File: src/rtl/vcmp_pkg.sv
package vcmp_pkg;
  typedef enum logic [1:0] {
    ESZ_8  = 2'b00,
    ESZ_16 = 2'b01,
    ESZ_32 = 2'b10,
    ESZ_64 = 2'b11
  } esz_e;

  typedef struct packed {
    logic n;
    logic z;
    logic c;
    logic v;
  } nzcv_t;

  localparam nzcv_t NZCV_EMPTY = '{n: 1'b0, z: 1'b1, c: 1'b1, v: 1'b0};
endpackage

File: src/rtl/vcmp_lane_cmp.sv
// Per-byte-lane signed compare slices. The compare for each element size
// is built from chunk results: each 8-bit chunk reports less-than and
// equal, and wider elements combine chunks from the top down.
module vcmp_lane_cmp #(
  parameter int VW = 128,
  localparam int NB = VW / 8
) (
  input  logic [VW-1:0] x,
  input  logic [VW-1:0] y,
  input  logic [1:0]    size,
  output logic [NB-1:0] le_at_byte
);
  // Per byte: unsigned less-than, signed less-than (top byte of an element), equal
  logic [NB-1:0] ult, slt, eqb;

  for (genvar b = 0; b < NB; b++) begin : g_byte
    assign ult[b] = x[b*8 +: 8] < y[b*8 +: 8];
    assign slt[b] = $signed(x[b*8 +: 8]) < $signed(y[b*8 +: 8]);
    assign eqb[b] = x[b*8 +: 8] == y[b*8 +: 8];
  end

  // Combine over element of 2^L bytes. lt_L[b] valid at element-base b.
  localparam int NL = 4;
  logic [NB-1:0] lt_l [NL];
  logic [NB-1:0] eq_l [NL];

  // L=0: one byte; signed compare.
  assign lt_l[0] = slt;
  assign eq_l[0] = eqb;

  // Build higher levels: upper half signed, lower half unsigned.
  logic [NB-1:0] ltu_l [NL];  // unsigned less-than at level
  assign ltu_l[0] = ult;

  for (genvar l = 1; l < NL; l++) begin : g_lvl
    localparam int HB = 1 << (l - 1);
    for (genvar b = 0; b < NB; b++) begin : g_b
      if ((b % (2 * HB) == 0) && (b + 2 * HB <= NB)) begin : g_base
        assign lt_l[l][b]  = lt_l[l-1][b+HB] | (eq_l[l-1][b+HB] & ltu_l[l-1][b]);
        assign ltu_l[l][b] = ltu_l[l-1][b+HB] | (eq_l[l-1][b+HB] & ltu_l[l-1][b]);
        assign eq_l[l][b]  = eq_l[l-1][b+HB] & eq_l[l-1][b];
      end else begin : g_none
        assign lt_l[l][b]  = 1'b0;
        assign ltu_l[l][b] = 1'b0;
        assign eq_l[l][b]  = 1'b0;
      end
    end
  end

  always_comb begin
    le_at_byte = '0;
    for (int b = 0; b < NB; b++) begin
      unique case (size)
        2'b00: le_at_byte[b] = lt_l[0][b] | eq_l[0][b];
        2'b01: if (b % 2 == 0) le_at_byte[b] = lt_l[1][b] | eq_l[1][b];
        2'b10: if (b % 4 == 0) le_at_byte[b] = lt_l[2][b] | eq_l[2][b];
        default: if (b % 8 == 0) le_at_byte[b] = lt_l[3][b] | eq_l[3][b];
      endcase
    end
  end
endmodule

File: src/rtl/vcmp_flag_gen.sv
// Derives N/Z/C/V from the result and effective active mask.
module vcmp_flag_gen
  import vcmp_pkg::*;
#(
  parameter int NB = 16
) (
  input  logic [NB-1:0] act,
  input  logic [NB-1:0] res,
  output nzcv_t         fl
);
  // Lowest active isolated via two's complement; highest via reversed scan.
  logic [NB-1:0] first_oh;
  logic [NB-1:0] last_oh;
  logic [NB-1:0] act_rev, last_rev;

  assign first_oh = act & (~act + 1'b1);

  for (genvar i = 0; i < NB; i++) begin : g_rev
    assign act_rev[i] = act[NB-1-i];
    assign last_oh[i] = last_rev[NB-1-i];
  end
  assign last_rev = act_rev & (~act_rev + 1'b1);

  always_comb begin
    fl.n = |(first_oh & res);
    fl.z = ~|(act & res);
    fl.c = ~|(last_oh & res);
    fl.v = 1'b0;
  end
endmodule

File: src/rtl/vcmp_pred_top.sv
module vcmp_pred_top
  import vcmp_pkg::*;
#(
  parameter int VW = 128,
  localparam int NB = VW / 8
) (
  input  logic          clk,
  input  logic          rst,
  input  logic          valid,
  input  logic          ge_mode,
  input  logic [1:0]    size,
  input  logic [NB-1:0] gov,
  input  logic [VW-1:0] opa,
  input  logic [VW-1:0] opb,
  output logic [NB-1:0] res_mask,
  output logic [3:0]    flags,
  output logic          done
);
  logic [VW-1:0] x, y;
  logic [NB-1:0] le_b, base_m, act, res_c;
  nzcv_t fl_c, fl_q;

  // GE(a,b) == LE(b,a)
  assign x = ge_mode ? opb : opa;
  assign y = ge_mode ? opa : opb;

  vcmp_lane_cmp #(.VW(VW)) u_cmp (
    .x(x), .y(y), .size(size), .le_at_byte(le_b)
  );

  always_comb begin
    base_m = '0;
    for (int b = 0; b < NB; b++) begin
      unique case (size)
        2'b00: base_m[b] = 1'b1;
        2'b01: base_m[b] = (b % 2 == 0);
        2'b10: base_m[b] = (b % 4 == 0);
        default: base_m[b] = (b % 8 == 0);
      endcase
    end
  end

  assign act   = gov & base_m;
  assign res_c = le_b & act;

  vcmp_flag_gen #(.NB(NB)) u_flg (
    .act(act), .res(res_c), .fl(fl_c)
  );

  always_ff @(posedge clk) begin
    if (rst) begin
      res_mask <= '0;
      fl_q     <= NZCV_EMPTY;
      done     <= 1'b0;
    end else begin
      done <= valid;
      if (valid) begin
        res_mask <= res_c;
        fl_q     <= fl_c;
      end
    end
  end

  assign flags = fl_q;
endmodule

File: config.mk
export PLATFORM = sky130hd
export DESIGN_NAME = vcmp_pred_top
export DESIGN_NICKNAME = d
export VERILOG_FILES = /design/src/rtl/vcmp_pkg.sv /design/src/rtl/vcmp_lane_cmp.sv /design/src/rtl/vcmp_flag_gen.sv /design/src/rtl/vcmp_pred_top.sv
export SDC_FILE = /design/constraint.sdc
export NUM_CORES = 1
export LEC_CHECK = 0
export BUFFER_PORTS_ARGS = -buffer_cell sky130_fd_sc_hd__buf_4
export CAP_MARGIN = 10
export CORE_MARGIN = 1
export CORE_UTILIZATION = 56
export DETAILED_ROUTE_END_ITERATION = 10
export PLACE_DENSITY = 0.9
export SLEW_MARGIN = 20
export SYNTH_ARGS = -nofsm -noshare
export SYNTH_HDL_FRONTEND = slang
export SYNTH_SLANG_ARGS = --single-unit
File: constraint.sdc
create_clock -name clk -period 8.15 [get_ports clk]
set_input_delay 1.63 -clock clk [delete_from_list [all_inputs] [get_ports clk]]
set_output_delay 1.63 -clock clk [all_outputs]
set_load 0.1 [all_outputs]
### Word-level counts from Yosys, hierarchy flattened

Cells that the tools add are included.

* register bits after elaboration: 20
* latch bits: 0
* RAM bits: 0
* bits in read-only memories: 0
* word-level logic and storage cells: 173
* memories kept: 0

* $add $sub $neg: 2
* multipliers: 0
* divide/modulo/power cells: 0
* order comparisons: 30
* equality and inequality tests: 18
* shift operators: 0
* mux-type cells: 21
* bitwise logic cells: 89
* reduce and logical (&&, ||, !) cells: 8

Operator list (count)
* 128-bit two-way mux: 2
* 8-bit less-than comparator: 30
* 8-bit == test: 16
* 16-bit AND: 7
* 1-bit bitwise OR: 52
* 16-bit OR reduction: 3
* 16-bit by 1-bit adder with 16-bit output, second input constant: 2
* 16-bit NOT: 2
* 1-bit AND: 28
* 1-bit one-hot mux with 3 select lines: 4
* 1-bit two-way mux: 11
* 1-bit one-hot mux with 2 select lines: 4
* 3-bit OR reduction: 1
* 2-bit by 1-bit == test with 1-bit output, second input constant: 1
* 2-bit == test, second input constant: 1
* 1-bit zero test: 2
* 2-bit zero test: 1
* 2-bit OR reduction: 1

### Logic depth before layout (Yosys ltp)

* depth in word-level cells: 14
* depth in mapped cells: 15

### By module

A second synthesis with hierarchy kept.

* cells, all modules: 1032
* area, all modules: 8541.9 µm²

By module, submodules not included
* vcmp_pred_top: instances 1, cells each 392, area an instance 4199.0 µm², seq. area each 420.4 µm²
* vcmp_lane_cmp: instances 1, cells each 567, area an instance 3917.5 µm², seq. area each 0.0 µm²
* vcmp_flag_gen: instances 1, cells each 73, area an instance 425.4 µm², seq. area each 0.0 µm²

### Worst setup path before layout

Ideal clock, no wire load.

* kind: input to register
* start: input port ge_mode
* end: register fl_q, in the netlist flags[3]
* arrival time: 5300 ps
* path slack: 2717 ps
* cell stages on the path: 15
* buffers on the path: 4
* cell sequence: clkbuf_1 -> clkbuf_1 -> clkbuf_1 -> buf_1 -> mux2i_1 -> ha_1 -> and4_1 -> nand3_1 -> a2111oi_0 -> a311o_1 -> o311ai_4 -> o2bb2ai_1 -> or4b_1 -> a311oi_1 -> a311oi_1

* cells in the longest elaborated chain, start to end: 13
* elaborated cells on any way between the ends: 147
* classes of those cells: order compare (30); eq/ne (16); mux (18); bitwise (82); reduce/logical (1)

RTL lines
* start, declared: line vcmp_pred_top.sv:10 `input logic ge_mode,`
* 128-bit two-way mux, on equally long branches: line vcmp_pred_top.sv:24, vcmp_pred_top.sv:25
* 8-bit less-than comparator / 8-bit == test (equally long branches): line vcmp_lane_cmp.sv:17, vcmp_lane_cmp.sv:19
* 1-bit AND: line vcmp_lane_cmp.sv:39, vcmp_lane_cmp.sv:40
* 1-bit bitwise OR: line vcmp_lane_cmp.sv:40 `assign ltu_l[l][b] = ltu_l[l-1][b+HB] | (eq_l[l-1][b+HB] & ltu_l[l-1][b]);`
* 1-bit AND: line vcmp_lane_cmp.sv:39, vcmp_lane_cmp.sv:40
* 1-bit bitwise OR: line vcmp_lane_cmp.sv:40
* 1-bit AND: line vcmp_lane_cmp.sv:39 `assign lt_l[l][b] = lt_l[l-1][b+HB] | (eq_l[l-1][b+HB] & ltu_l[l-1][b]);`
* 1-bit bitwise OR: line vcmp_lane_cmp.sv:39
* 1-bit bitwise OR: line vcmp_lane_cmp.sv:57 `default: if (b % 8 == 0) le_at_byte[b] = lt_l[3][b] | eq_l[3][b];`
* 1-bit one-hot mux with 3 select lines: line vcmp_lane_cmp.sv:53 `unique case (size)`
* 16-bit AND *: line vcmp_pred_top.sv:44 `assign res_c = le_b & act;`
* 16-bit AND *: line vcmp_flag_gen.sv:25 `fl.n = |(first_oh & res);`
* 16-bit OR reduction *: line vcmp_flag_gen.sv:25
* end signal, assigned: line vcmp_pred_top.sv:59 `fl_q <= fl_c;`
* end, declared: line vcmp_pred_top.sv:21 `nzcv_t fl_c, fl_q;`

Every way passes the cells marked *; elsewhere a longest branch is shown, timed or not.
A chain may end at the register's enable or synchronous reset.

### Final worst setup path

Ends and elaborated chain as after synthesis.

==> flow_metrics.py <==
metrics = {
    "layout": {
        "fin_nets": 1598,
        "diodes": 0,
        "multiInputGateArea_um2": 7100,
        "drive_gt1_frac": 0.378,
        "finalCoreUtilization": 0.762,
        "syn2layout_area_growth_pct": 31.4,
        "design_area_um2": 10200,
        "nFillCells": 983,
        "seqCellArea_um2": 400,
    },
    "critical_path": {
        "startpoint_type": "input port",
        "critPathArrivalTime_ps": 5670,
        "crit_path_max_fanout": 118,
        "critPathKind": "in2reg",
        "slowest_delay_ps": 650,
        "cpMaxStageDelayCell": "buf_8",
        "path_delay_family": "compound AO/OA/AOI/OAI gates",
        "crit_required_ps": 8300,
        "worstPathCellList": "buf_8 > buf_4 > mux2_2 > ha_1 > and4_1 > nand3_1 > o32ai_1 > nand2b_1 > a311o_1 > a21oi_1 > a2bb2oi_1 > a311oi_1",
        "crit_buf_inv": 2,
        "cp-end-kind": "flip-flop",
    },
    "route": {
        "vias_per_cell": 6.19,
        "drtAntennaViolNets": 0,
        "num_vias": 8467,
        "drt_wl_total_um": 24100,
        "route.detailed.drc": 0,
        "dr.pass1.iters": 5,
        "wl_per_cell_um": 17.6,
        "first_iter_violations": 618,
    },
    "sta": {
        "finalHoldViolations": 0,
        "finalSetupTns_ps": 0,
        "period_minus_slack_ps": 5510,
        "worst_pin_slew_ps": 941,
        "rsz0062_at_grt": "no",
        "skew_ps": 0,
        "final.period_utilization": 0.677,
        "fmax_mhz": 181,
        "finalMaxSlewViolations": 0,
        "relSlewSlack": 0.367,
        "setup_viol": 0,
        "timing.final.ws_setup_ps": 2640,
    },
    "pwr": {
        "p_leak_uw": 0.00498,
        "pwr_density_cell_nw_per_um2": 83.8,
        "fin_total_pwr_uw": 852,
        "vdd_drop_max_v": 0.0000964,
    },
    "floorplanning": {
        "die_w_um": 120,
        "num_io_pins": 299,
        "start_util": 0.580,
        "die_h_um": 120,
        "dieArea_um2": 14300,
        "core_um2": 13300,
        "rows": 42,
    },
    "cts": {
        "clk_pin_slew_worst_paths_ps": 60,
        "clock_path_buffers": 2,
        "htree_levels": 1,
        "cts_setup_buffers": 0,
        "cts_tree": "built",
        "cts-root-buf": "clkbuf_16",
        "cts_made_buffers": 3,
        "numClockSinks": 20,
        "cts_resized": 0,
        "hold_buffers": 0,
        "clock_latency_ps": 250,
    },
    "logic_synthesis": {
        "syn_avg_cell_area_um2": 8.34,
        "yosys_warnings": 0,
        "yosysSeqAreaShare": 0.0517,
        "async_reset_ff_frac": 0,
        "ys.flop_type": "dfxtp_1",
        "synth_area_um2": 7740,
        "synth_cells": 928,
        "ys_types": 68,
        "syn-num-nets": 1333,
        "synth_edf_count": 0,
        "ys_ff_latch": 20,
    },
    "hold_path": {
        "hold_path_class": "reg2reg",
    },
    "placement": {
        "postPlaceCellArea_um2": 10100,
        "dp_hpwl_um": 20300,
        "gp_congestion": 0.936,
        "preCtsSetupSlack_ps": 2470,
        "io_buffers": 297,
    },
    "grt": {
        "grt_pass1_wl_um": 38900,
        "grt_pass1_vias": 8446,
        "grt_use_total": 0.328,
        "antenna_found_initial": 0,
        "grt_max_degree": 119,
        "overflow": 0,
    },
    "run": {
        "max_cap_viol_count": 0,
    },
    "status": {
        "outcome": "complete, no violations",
    },
}
[final cells by class]
type                            instances  area share
Multi-Input combinational cell        846       0.698
Sequential cell                        20      0.0394
Tap cell                              176      0.0216
Timing Repair Buffer                  303       0.226
Inverter                               19     0.00701
Clock buffer                            4     0.00873
[routing by layer]
layer	wire length (µm)	track usage
met5	0	0
met3	1540	0.0442
met2	12100	0.613
met1	9600	0.377
met4	874	0.115
[synth_stat cells (all sizes together) (20+ instances only)]
master | number | area share
buf | 22 | 0.012
a21oi | 62 | 0.040
nor2b | 22 | 0.018
dfxtp | 20 | 0.052
mux2i | 137 | 0.18
o21ai | 26 | 0.017
ha | 127 | 0.21
nor2 | 63 | 0.031
nand4 | 27 | 0.023
nand2 | 47 | 0.023
clkbuf | 21 | 0.010
mux2 | 127 | 0.18
[kinds of logic after synthesis]
kind of cell,share of synthesized area
compound gates,0.175
fa+ha+maj,0.205
flops,0.0517
mux,0.362
buf+inv,0.0312
other cells,0.000485
simple gates,0.174
[sequential cells by signal, indices dropped and copies added (netlist names)]
| name | flops |
|---|---|
| done | 1 |
| flags | 3 |
| res_mask | 16 |
[worst reg2reg max path, delay by kind of cell (launching register included)]
| kind | cells | cell delay, ps |
|---|---|---|
| flip-flops | 1 | 370 |
| AND/OR/NAND/NOR | 1 | 60 |
| AO/OA/AOI/OAI | 1 | 270 |
[metrics by stage]
step,hold slack [ps],instances
final,498,1368
after global routing,518,1368
after CTS,498,1368
after detailed placement,485,1364
after global placement,465,1364
after floorplan,921,928
[final timing paths]
| check | startpoint | endpoint | slack, ps | depth (start not counted) |
|---|---|---|---|---|
| hold / removal | flags[2] | flags[2] | 500 | 2 |
| setup / recovery | ge_mode | flags[3] | 2640 | 12 |
| hold reg to reg | flags[2] | flags[2] | 500 | 2 |
| setup reg to reg | flags[3] | flags[3] | 7350 | 2 |
[placed cells by master, fill, tap and decap left out, drive strengths merged, types with 4 or more instances in the layout]
cell type / instances
and2: 4
o21a: 5
a21o: 15
a21oi: 62
nor4: 6
and3: 8
or2: 7
dfxtp: 20
nor2b: 22
ha: 127
a31oi: 6
mux2i: 137
o211ai: 19
mux2: 127
buf: 303
a211oi: 10
inv: 19
nand2b: 11
and4: 8
nor3: 19
nor2: 63
nand4b: 4
o31ai: 7
o21ai: 26
nand2: 47
nand3: 16
nand4: 27
or3: 4
a311o: 4
clkbuf: 4
[where the power goes]
part / total (µW) / internal [µW] / leakage, µW / switching (µW)
logic: 632 / 307 / 0.00478 / 325
registers: 106 / 103 / 0.000163 / 3.14
clock network: 115 / 74.9 / 0.0000442 / 40.0
No activity file was read; power rests on OpenSTA's default activity.
